[src/rtl/pwm_shadow_pkg.sv]
package pwm_shadow_pkg;
  localparam int REG_AW = 4;

  localparam logic [REG_AW-1:0] ADR_MODE  = 4'h0;
  localparam logic [REG_AW-1:0] ADR_SET   = 4'h1;
  localparam logic [REG_AW-1:0] ADR_CLR   = 4'h2;
  localparam logic [REG_AW-1:0] ADR_SPER  = 4'h3;
  localparam logic [REG_AW-1:0] ADR_SCMP  = 4'h4;
  localparam logic [REG_AW-1:0] ADR_SDT   = 4'h5;
  localparam logic [REG_AW-1:0] ADR_WPER  = 4'h6;
  localparam logic [REG_AW-1:0] ADR_WCMP  = 4'h7;
  localparam logic [REG_AW-1:0] ADR_WDT   = 4'h8;
  localparam logic [REG_AW-1:0] ADR_COUNT = 4'h9;

  localparam int MODE_BITS = 5;
  localparam int MODE_W    = 8;

  localparam int B_RUN  = 0;
  localparam int B_TRI  = 1;
  localparam int B_INV  = 2;
  localparam int B_DTEN = 3;
  localparam int B_HOLD = 4;
endpackage

[src/rtl/pwm_regfile.sv]
module pwm_regfile
  import pwm_shadow_pkg::*;
#(
  parameter int CNT_W = 16,
  parameter int DT_W  = 8
) (
  input  logic              clk,
  input  logic              rst_n,
  input  logic [REG_AW-1:0] addr,
  input  logic              wr,
  input  logic [CNT_W-1:0]  wdata,
  input  logic [CNT_W-1:0]  count,
  input  logic [CNT_W-1:0]  work_per,
  input  logic [CNT_W-1:0]  work_cmp,
  input  logic [DT_W-1:0]   work_dt,
  output logic              m_run,
  output logic              m_tri,
  output logic              m_inv,
  output logic              m_dten,
  output logic              m_hold,
  output logic [CNT_W-1:0]  stg_per,
  output logic [CNT_W-1:0]  stg_cmp,
  output logic [DT_W-1:0]   stg_dt,
  output logic [CNT_W-1:0]  rdata
);
  logic [MODE_BITS-1:0] mode_q;
  logic [MODE_W-1:0]    mode_word;
  logic [CNT_W-1:0]     rdata_d;
  logic                 alias_hit;

  assign mode_word = {{(MODE_W-MODE_BITS){1'b0}}, mode_q};
  assign alias_hit = (addr == ADR_SET) || (addr == ADR_CLR);

  always_ff @(posedge clk) begin
    if (!rst_n) begin
      mode_q <= '0;
    end else if (wr && addr == ADR_SET) begin
      mode_q <= mode_q | wdata[MODE_BITS-1:0];
    end else if (wr && addr == ADR_CLR) begin
      mode_q <= mode_q & ~wdata[MODE_BITS-1:0];
    end
  end

  always_ff @(posedge clk) begin
    if (!rst_n) begin
      stg_per <= '0;
      stg_cmp <= '0;
      stg_dt  <= '0;
    end else if (wr) begin
      if (addr == ADR_SPER) stg_per <= wdata;
      if (addr == ADR_SCMP) stg_cmp <= wdata;
      if (addr == ADR_SDT)  stg_dt  <= wdata[DT_W-1:0];
    end
  end

  always_comb begin
    unique case (addr)
      ADR_MODE:  rdata_d = CNT_W'(mode_word);
      ADR_SPER:  rdata_d = stg_per;
      ADR_SCMP:  rdata_d = stg_cmp;
      ADR_SDT:   rdata_d = CNT_W'(stg_dt);
      ADR_WPER:  rdata_d = work_per;
      ADR_WCMP:  rdata_d = work_cmp;
      ADR_WDT:   rdata_d = CNT_W'(work_dt);
      ADR_COUNT: rdata_d = count;
      default:   rdata_d = '0;
    endcase
  end

  always_ff @(posedge clk) begin
    if (!rst_n) rdata <= '0;
    else        rdata <= rdata_d;
  end

  assign m_run  = mode_q[B_RUN];
  assign m_tri  = mode_q[B_TRI];
  assign m_inv  = mode_q[B_INV];
  assign m_dten = mode_q[B_DTEN];
  assign m_hold = mode_q[B_HOLD];


  mode_hold_chk: assert property (@(posedge clk) disable iff (!rst_n)
    !(wr && alias_hit) |=> $stable(mode_q));


  mode_rsvd_chk: assert property (@(posedge clk) disable iff (!rst_n)
    (addr == ADR_MODE) |=> (rdata[CNT_W-1:MODE_BITS] == '0));


  alias_read_chk: assert property (@(posedge clk) disable iff (!rst_n)
    alias_hit |=> (rdata == '0));
endmodule

[src/rtl/pwm_timer.sv]
module pwm_timer #(
  parameter int CNT_W = 16
) (
  input  logic             clk,
  input  logic             rst_n,
  input  logic             run,
  input  logic             tri_mode,
  input  logic [CNT_W-1:0] period,
  output logic [CNT_W-1:0] count,
  output logic             cyc_end
);
  logic falling;

  always_ff @(posedge clk) begin
    if (!rst_n || !run) begin
      count   <= '0;
      falling <= 1'b0;
    end else if (!tri_mode) begin
      falling <= 1'b0;
      if (count >= period) count <= '0;
      else                 count <= count + 1'b1;
    end else if (!falling) begin
      if (count >= period) begin
        falling <= 1'b1;
        count   <= (count == '0) ? '0 : count - 1'b1;
      end else begin
        count <= count + 1'b1;
      end
    end else begin
      if (count == '0) begin
        falling <= 1'b0;
        count   <= (period == '0) ? '0 : CNT_W'(1);
      end else begin
        count <= count - 1'b1;
      end
    end
  end

  assign cyc_end = run && (tri_mode ? (falling && count == '0) : (count >= period));


  saw_wrap_chk: assert property (@(posedge clk) disable iff (!rst_n)
    (run && !tri_mode && count >= period) |=> (count == '0));


  tri_turn_chk: assert property (@(posedge clk) disable iff (!rst_n)
    (run && tri_mode && falling && count == '0) |=> (!falling && count <= CNT_W'(1)));


  stop_zero_chk: assert property (@(posedge clk) disable iff (!rst_n)
    !run |=> (count == '0));
endmodule

[src/rtl/pwm_shadow.sv]
module pwm_shadow #(
  parameter int CNT_W = 16,
  parameter int DT_W  = 8
) (
  input  logic             clk,
  input  logic             rst_n,
  input  logic             run,
  input  logic             hold,
  input  logic             cyc_end,
  input  logic [CNT_W-1:0] stg_per,
  input  logic [CNT_W-1:0] stg_cmp,
  input  logic [DT_W-1:0]  stg_dt,
  output logic [CNT_W-1:0] work_per,
  output logic [CNT_W-1:0] work_cmp,
  output logic [DT_W-1:0]  work_dt
);
  logic take;

  assign take = !run || (cyc_end && !hold);

  always_ff @(posedge clk) begin
    if (!rst_n) begin
      work_per <= '0;
      work_cmp <= '0;
      work_dt  <= '0;
    end else if (take) begin
      work_per <= stg_per;
      work_cmp <= stg_cmp;
      work_dt  <= stg_dt;
    end
  end


  frozen_chk: assert property (@(posedge clk) disable iff (!rst_n)
    (run && hold) |=> ($stable(work_per) && $stable(work_cmp) && $stable(work_dt)));


  follow_chk: assert property (@(posedge clk) disable iff (!rst_n)
    !run |=> (work_per == $past(stg_per) && work_cmp == $past(stg_cmp)));
endmodule

[src/rtl/pwm_outstage.sv]
module pwm_outstage #(
  parameter int CNT_W = 16,
  parameter int DT_W  = 8
) (
  input  logic             clk,
  input  logic             rst_n,
  input  logic             run,
  input  logic             inv,
  input  logic             dt_en,
  input  logic [CNT_W-1:0] count,
  input  logic [CNT_W-1:0] cmp,
  input  logic [DT_W-1:0]  dt,
  output logic             pin_a,
  output logic             pin_b
);
  localparam int LANES = 2;

  logic [LANES-1:0] raw;
  logic [LANES-1:0] act;
  logic [DT_W-1:0]  guard;
  logic             above;

  assign above  = count >= cmp;
  assign raw[0] = run && above;
  assign raw[1] = run && !above;
  assign guard  = dt_en ? dt : '0;

  for (genvar g = 0; g < LANES; g++) begin : g_lane
    logic [DT_W-1:0] wait_q;

    always_ff @(posedge clk) begin
      if (!rst_n || !raw[g]) begin
        wait_q <= '0;
        act[g] <= 1'b0;
      end else if (wait_q >= guard) begin
        act[g] <= 1'b1;
      end else begin
        wait_q <= wait_q + 1'b1;
        act[g] <= 1'b0;
      end
    end


    guard_wait_chk: assert property (@(posedge clk) disable iff (!rst_n)
      (dt_en && raw[g] && wait_q < dt) |=> !act[g]);
  end

  assign pin_a = act[0] ^ inv;
  assign pin_b = act[1] ^ inv;


  no_overlap_chk: assert property (@(posedge clk) disable iff (!rst_n)
    !(act[0] && act[1]));


  stop_passive_chk: assert property (@(posedge clk) disable iff (!rst_n)
    !run |=> (act == '0));
endmodule

[src/rtl/pwm_shadow_chan.sv]
module pwm_shadow_chan
  import pwm_shadow_pkg::*;
#(
  parameter int CNT_W = 16,
  parameter int DT_W  = 8
) (
  input  logic              clk,
  input  logic              rst_n,
  input  logic [REG_AW-1:0] reg_addr,
  input  logic              reg_wr,
  input  logic [CNT_W-1:0]  reg_wdata,
  output logic [CNT_W-1:0]  reg_rdata,
  output logic              pwm_a,
  output logic              pwm_b
);
  logic             m_run, m_tri, m_inv, m_dten, m_hold;
  logic [CNT_W-1:0] stg_per, stg_cmp, work_per, work_cmp, count;
  logic [DT_W-1:0]  stg_dt, work_dt;
  logic             cyc_end;

  pwm_regfile #(.CNT_W(CNT_W), .DT_W(DT_W)) u_regs (
    .clk(clk), .rst_n(rst_n), .addr(reg_addr), .wr(reg_wr), .wdata(reg_wdata),
    .count(count), .work_per(work_per), .work_cmp(work_cmp), .work_dt(work_dt),
    .m_run(m_run), .m_tri(m_tri), .m_inv(m_inv), .m_dten(m_dten), .m_hold(m_hold),
    .stg_per(stg_per), .stg_cmp(stg_cmp), .stg_dt(stg_dt), .rdata(reg_rdata)
  );

  pwm_timer #(.CNT_W(CNT_W)) u_timer (
    .clk(clk), .rst_n(rst_n), .run(m_run), .tri_mode(m_tri),
    .period(work_per), .count(count), .cyc_end(cyc_end)
  );

  pwm_shadow #(.CNT_W(CNT_W), .DT_W(DT_W)) u_shadow (
    .clk(clk), .rst_n(rst_n), .run(m_run), .hold(m_hold), .cyc_end(cyc_end),
    .stg_per(stg_per), .stg_cmp(stg_cmp), .stg_dt(stg_dt),
    .work_per(work_per), .work_cmp(work_cmp), .work_dt(work_dt)
  );

  pwm_outstage #(.CNT_W(CNT_W), .DT_W(DT_W)) u_out (
    .clk(clk), .rst_n(rst_n), .run(m_run), .inv(m_inv), .dt_en(m_dten),
    .count(count), .cmp(work_cmp), .dt(work_dt), .pin_a(pwm_a), .pin_b(pwm_b)
  );
endmodule

[config.mk]
export PLATFORM = sky130hd
export DESIGN_NAME = pwm_shadow_chan
export DESIGN_NICKNAME = d
export VERILOG_FILES = /design/src/rtl/pwm_shadow_pkg.sv /design/src/rtl/pwm_regfile.sv /design/src/rtl/pwm_timer.sv /design/src/rtl/pwm_shadow.sv /design/src/rtl/pwm_outstage.sv /design/src/rtl/pwm_shadow_chan.sv
export SDC_FILE = /design/constraint.sdc
export NUM_CORES = 1
export LEC_CHECK = 0
export BUFFER_PORTS_ARGS = -buffer_cell sky130_fd_sc_hd__buf_2
export CORE_ASPECT_RATIO = 0.5
export CORE_UTILIZATION = 40
export DETAILED_ROUTE_END_ITERATION = 16
export GPL_TIMING_DRIVEN = 0
export PLACE_DENSITY_LB_ADDON = 0.3
export REMOVE_ABC_BUFFERS = 1
export SLEW_MARGIN = 20
export SYNTH_ARGS = -nofsm -noshare
export SYNTH_HDL_FRONTEND = slang
export SYNTH_HIERARCHICAL = 1
export SYNTH_SLANG_ARGS = --single-unit
[constraint.sdc]
create_clock -name clk -period 4.4 [get_ports clk]
set_input_delay 0.88 -clock clk [delete_from_list [all_inputs] [get_ports clk]]
set_output_delay 0.88 -clock clk [all_outputs]
set_load 0.01 [all_outputs]
[Word-level counts from Yosys, hierarchy flattened]
Index checks and enable logic that the tools add are counted.
Operators by class
  add/sub/neg operators: 4
  $lt $le $gt $ge: 4
  eq/ne operators: 9
  mux-type cells: 17
  bitwise gates (word level): 6
  reductions and logical operators: 25
Operators with widths (count)
  $pmux 16 s8: 1
  $mux 16: 6
  $ge 16x16->1: 2
  $logic_not 16->1: 2
  $add 16x1->16 const B: 1
  $add 8x1->8 const B: 2
  $eq 4x3->1 const B: 4
  $ge 8x8->1: 2
  $sub 16x1->16 const B: 1
  $mux 5: 2
  $eq 4x2->1 const B: 2
  $eq 4x4->1 const B: 2
  $mux 8: 1
  $logic_and 1x1->1: 7
  $mux 1: 7
  $logic_not 1->1: 6
  $reduce_and 2->1: 3
  $and 5x5->5: 1
  $not 5->5: 1
  $or 5x5->5: 1
  $eq 4x1->1 const B: 1
  $logic_not 4->1: 1
  $logic_or 1x1->1: 4
  $reduce_bool 2->1: 1
  other kinds (3): 4
Word-level totals
  register bits after elaboration: 136
  input port bits: 23
  word-level logic and storage cells: 79

[Depth between registers and ports, before layout]
  depth in word-level cells: 6
  mapped depth: 12
  gate-level depth less buffers: 11

[Hierarchy]
Netlist, hierarchy kept.
Modules (own cells, without submodules)
  pwm_regfile: instances 1, cells each 354, area each 3078.0 sq um
  pwm_timer: instances 1, cells each 212, area each 1701.6 sq um
  pwm_outstage: instances 1, cells each 191, area each 1634.1 sq um
  pwm_shadow: instances 1, cells each 175, area each 1629.1 sq um

[Least setup slack after synthesis]
OpenSTA, ideal clock, no wires.
  path type: register -> register
  from: reg u_timer.count[1]
  to: reg u_shadow.work_cmp[0]
  library setup time: 0.072 ns
  data arrival time: 2.369 ns
  setup slack: 1.959 ns
  cell stages (with the launch flop): 12
  cells stage by stage: dfxtp_1 ha_1 nor2b_1 o211a_1 o311ai_1 nor2b_1 a21oi_1 a21oi_1 nor2b_1 a21boi_4 buf_8 mux2i_1
Between the ends
  cells in the longest elaborated chain, start to end: 6
  elaborated cells between the ends (all ways): 7
  those cells by class: 1 x order compare; 1 x mux; 5 x reduce/logical
RTL lines
  start: declaration: RTL line pwm_timer.sv:9  | output logic [CNT_W-1:0] count,
  start signal: assignment: RTL line pwm_timer.sv:21  | else count <= count + 1'b1;
  start signal: assignment: RTL line pwm_timer.sv:25  | count <= (count == '0) ? '0 : count - 1'b1;
  start signal: assignment: RTL line pwm_timer.sv:27  | count <= count + 1'b1;
  branches (longest 2 deep; another with $ge 16x16->1)
  $mux 1 (*): RTL line pwm_timer.sv:39  | assign cyc_end = run && (tri_mode ? (falling && count == '0) : (count >= period));
  $logic_and 1x1->1 (*): RTL line pwm_timer.sv:39
  named net cyc_end: RTL line pwm_shadow_chan.sv:19  | logic cyc_end;
  $logic_and 1x1->1 (*): RTL line pwm_shadow.sv:19  | assign take = !run || (cyc_end && !hold);
  $logic_or 1x1->1 (*): RTL line pwm_shadow.sv:19
  end signal: assignment: RTL line pwm_shadow.sv:28  | work_cmp <= stg_cmp;
  end: declaration: RTL line pwm_shadow.sv:14  | output logic [CNT_W-1:0] work_cmp,
Mark *: on every way through the listed nets, which the timed path passes.
A chain may end at the register's enable or synchronous reset.

[Worst setup path in the final report]
  from: reg u_timer.count[0]
  to: reg u_shadow.work_cmp[11]
The elaborated chain is that of the path after synthesis.

==> results.sh <==
export IMPL_status="complete, no violations"
export IMPL_p_sw_uw=710
export IMPL_clk_pin_slew_ns=0.07
export IMPL_yosys_area_top_type_share=0.339
export IMPL_avgRoutedWirePerCell_um=17.8
export IMPL_fin_crit_sh=0.757
export IMPL_fin_worst_skew_ns=0.0156
export IMPL_dp_hpwl_mm=15.3
export IMPL_start_util=0.410
export IMPL_cts_made_buffers=17
export IMPL_async_flop_share=0
export IMPL_power_frac_comb=0.053
export IMPL_dr_wl_met3_mm=1.42
export IMPL_peakVddDrop_mv=0.252
export IMPL_synthTopCellsByArea="dfxtp_1 (34%), nand2_1 (8.6%), ha_1 (8.2%), mux2i_1 (7.5%), a21oi_1 (2.2%)"
export IMPL_rsz0062_at_grt="no"
export IMPL_wl_met2_mm=9.37
export IMPL_htree_levels=4
export IMPL_gp_congestion=0.892
export IMPL_cts_setup_buffers=0
export IMPL_grt_use_total=0.211
export IMPL_p_leak_nw=3.09
export IMPL_power_density_nw_per_um2=322
export IMPL_synthFlopType="dfxtp_1"
export IMPL_intPower_mw=2.15
export IMPL_rows=36
export IMPL_yosysWarnings=6
export IMPL_setup_tns_ns=0
export IMPL_setup_worst_path_start_class="flip-flop"
export IMPL_pwr_share_clk=0.511
export IMPL_cp_data_required_time_ns=4.76
export IMPL_crit_type="reg -> reg"
export IMPL_netlist_instances=932
export IMPL_syn_mean_instance_area_um2=8.63
export IMPL_syn_cell_area_um2=8040
export IMPL_crit_path_end_kind="flip-flop"
export IMPL_wirelength_mm=21.7
export IMPL_top_layer="met4"
export IMPL_pre_cts_slack_ns=1.01
export IMPL_synth_edf_count=0
export IMPL_seqPwrFrac=0.437
export IMPL_relSlewSlack=0.395
export IMPL_hold_viol=0
export IMPL_drc_errors=0
export IMPL_grt_pass1_wl_mm=34.1
export IMPL_dieWidth_um=203
export IMPL_drv_slew=0
export IMPL_die_height_um=102
export IMPL_fill_cells=1930
export IMPL_drt_first_pass_iters=5
export IMPL_grt_max_degree=71
export IMPL_cts_tree="done"
export IMPL_cts_hold_buffers=0
export IMPL_via_per_inst=5.67
export IMPL_worst_pin_slew_ns=0.904
export IMPL_cp_arrival_ns=3.69
export IMPL_pin_count=41
export IMPL_synth_distinct_cells=81
export IMPL_swShare=0.248
export IMPL_cap_violations=0
export IMPL_port_buffers=40
export IMPL_wl_met1_mm=10.5
export IMPL_nets=1013
export IMPL_antenna_found_initial=0
export IMPL_layout_drive_gt1_share=0.133
export IMPL_synth_largest_area_cell="dfxtp_1"
export IMPL_clock_latency_ns=0.43
export IMPL_post_route_min_period_ns=3.33
export IMPL_ys_seq_area_frac=0.339
export IMPL_drtIter0Drc=507
export IMPL_clock_path_buffers=2
export IMPL_dp_cells=1184
export IMPL_area_growth_pct=10.3
export IMPL_grt_overflow=0
export IMPL_diodes=0
export IMPL_final_util=0.453
export IMPL_fmax_ghz=0.300
export IMPL_clock_tree_root_cell="clkbuf_16"
export IMPL_fin_cells=1216
export IMPL_antenna_left=0
export IMPL_cp_max_fo=16
export IMPL_coreArea_um2=19600
export IMPL_dieArea_um2=20700
export IMPL_worstHoldPathType="reg -> reg"
export IMPL_finalSetupViolCount=0
export IMPL_vias=6899
export IMPL_grt_pass1_vias=6344
export IMPL_ys_ff_latch=136
export IMPL_cts_num_sinks=136
export IMPL_cts_resized=0
export IMPL_worst_slack_ns=1.07
==> cell usage after synthesis, drive strengths merged, types with 7 or more instances <==
library cell,instances
clkbuf,15
nand3,24
and2,15
and3,9
a22o,10
a22oi,10
nand4,9
a221oi,12
nor2b,22
ha,53
a21oi,45
or3,14
nor3,13
a211oi,16
a311oi,7
or4,9
o21ai,21
mux2i,60
inv,44
buf,42
nor2,32
mux2,7
dfxtp,136
nand2,186
a21boi,35
==> per-stage QoR <==
step | area [um2] | power, mW | hold WS, ns
floorplan | 7650 | 1.34 | 0.442
global placement | 8190 | 1.42 | 0.460
detailed placement | 8270 | 1.42 | 0.464
CTS | 8870 | 2.87 | 0.471
global route | 8870 | 2.95 | 0.494
finish | 8870 | 2.86 | 0.471
==> routing by layer <==
layer | global-route usage | up-vias
li1 | - | 3345
met2 | 0.326 | 213
met4 | 0.0700 | 0
met1 | 0.288 | 3307
met3 | 0.0497 | 34
met5 | 0 | -
==> area by class of cell <==
| cell class | count | area, um2 | share of cell area |
|---|---|---|---|
| Multi-Input combinational cell | 694 | 4760 | 0.537 |
| Clock inverter | 14 | 159 | 0.0179 |
| Clock buffer | 18 | 439 | 0.0495 |
| Timing Repair Buffer | 43 | 285 | 0.0322 |
| Tap cell | 266 | 333 | 0.0375 |
| Sequential cell | 136 | 2720 | 0.307 |
| Inverter | 45 | 169 | 0.0190 |
==> path summary, 6_finish.rpt <==
check	from	end	slack (ns)	cells after the start
max	u_timer/count[0]	u_shadow/work_cmp[11]	1.07	12
min	u_regs/stg_dt[2]	u_shadow/work_dt[2]	0.47	2
max reg2reg	u_timer/count[0]	u_shadow/work_cmp[11]	1.07	12
min reg2reg	u_regs/stg_dt[2]	u_shadow/work_dt[2]	0.47	2
==> cells by family after synthesis <==
logic type / Yosys count / share of synthesized area
and+or+nand+nor: 360 / 0.221
muxes: 67 / 0.0845
adders and majority gates: 53 / 0.0825
buffers and inverters: 102 / 0.0692
AOI/OAI and AO/OA: 205 / 0.194
DFF: 136 / 0.339
xor gates and xnor gates: 9 / 0.00980
==> critical path, stage by stage, from the launching register on <==
cell and delay [ns]:
dfxtp_1 0.52, inv_1 0.19, ha_1 0.33, a31oi_1 0.16, nor2b_1 0.07, o311ai_1 0.41, nor2b_1 0.20, a21oi_1 0.07
a21oi_1 0.13, nor2b_1 0.08, a21boi_4 0.63, buf_16 0.25, mux2i_1 0.21
==> flip-flops by register name, indices dropped and copies added, names as in the netlist, named ones only <==
| register | flops |
|---|---|
| u_out/act | 2 |
| u_shadow/work_dt | 8 |
| u_out/g_lane.wait_q | 16 |
| u_timer/falling | 1 |
| u_shadow/work_per | 16 |
| u_shadow/work_cmp | 16 |
| u_regs/stg_cmp | 16 |
| u_regs/stg_dt | 8 |
| u_regs/stg_per | 16 |
| u_timer/count | 16 |
| u_regs/rdata | 16 |
==> cells in the final DEF, fill, tap and decap left out, drive strengths merged, types with 4 or more instances in the layout <==
cell type    n
nor4         6
clkbuf      18
nand3       24
mux2i       60
dfxtp      136
o221a        4
a21boi      35
and3         9
nand2      186
xnor2        4
a21o         4
and4         5
ha          53
a311oi       7
a211oi      16
nand4        9
a31oi        6
a22oi       10
a22o        10
o31ai        4
mux2         7
buf         43
nor2        32
nor3        13
inv         50
or4          9
o21ai       21
o22ai        5
and2        15
xor2         5
nor2b       22
or3         14
nor3b        5
a21oi       45
clkinv       6
a221oi      12
==> power by group through the flow <==
| stage | Clock (mW) | Sequential [mW] | Combinational, mW |
|---|---|---|---|
| after floorplan | 0 | 1.27 | 0.0698 |
| after global placement | 0 | 1.28 | 0.142 |
| after detailed placement | 0 | 1.28 | 0.147 |
| after CTS | 1.48 | 1.25 | 0.147 |
| after global routing | 1.54 | 1.25 | 0.161 |
| final | 1.46 | 1.25 | 0.151 |
(Power assumes the default switching activity.)
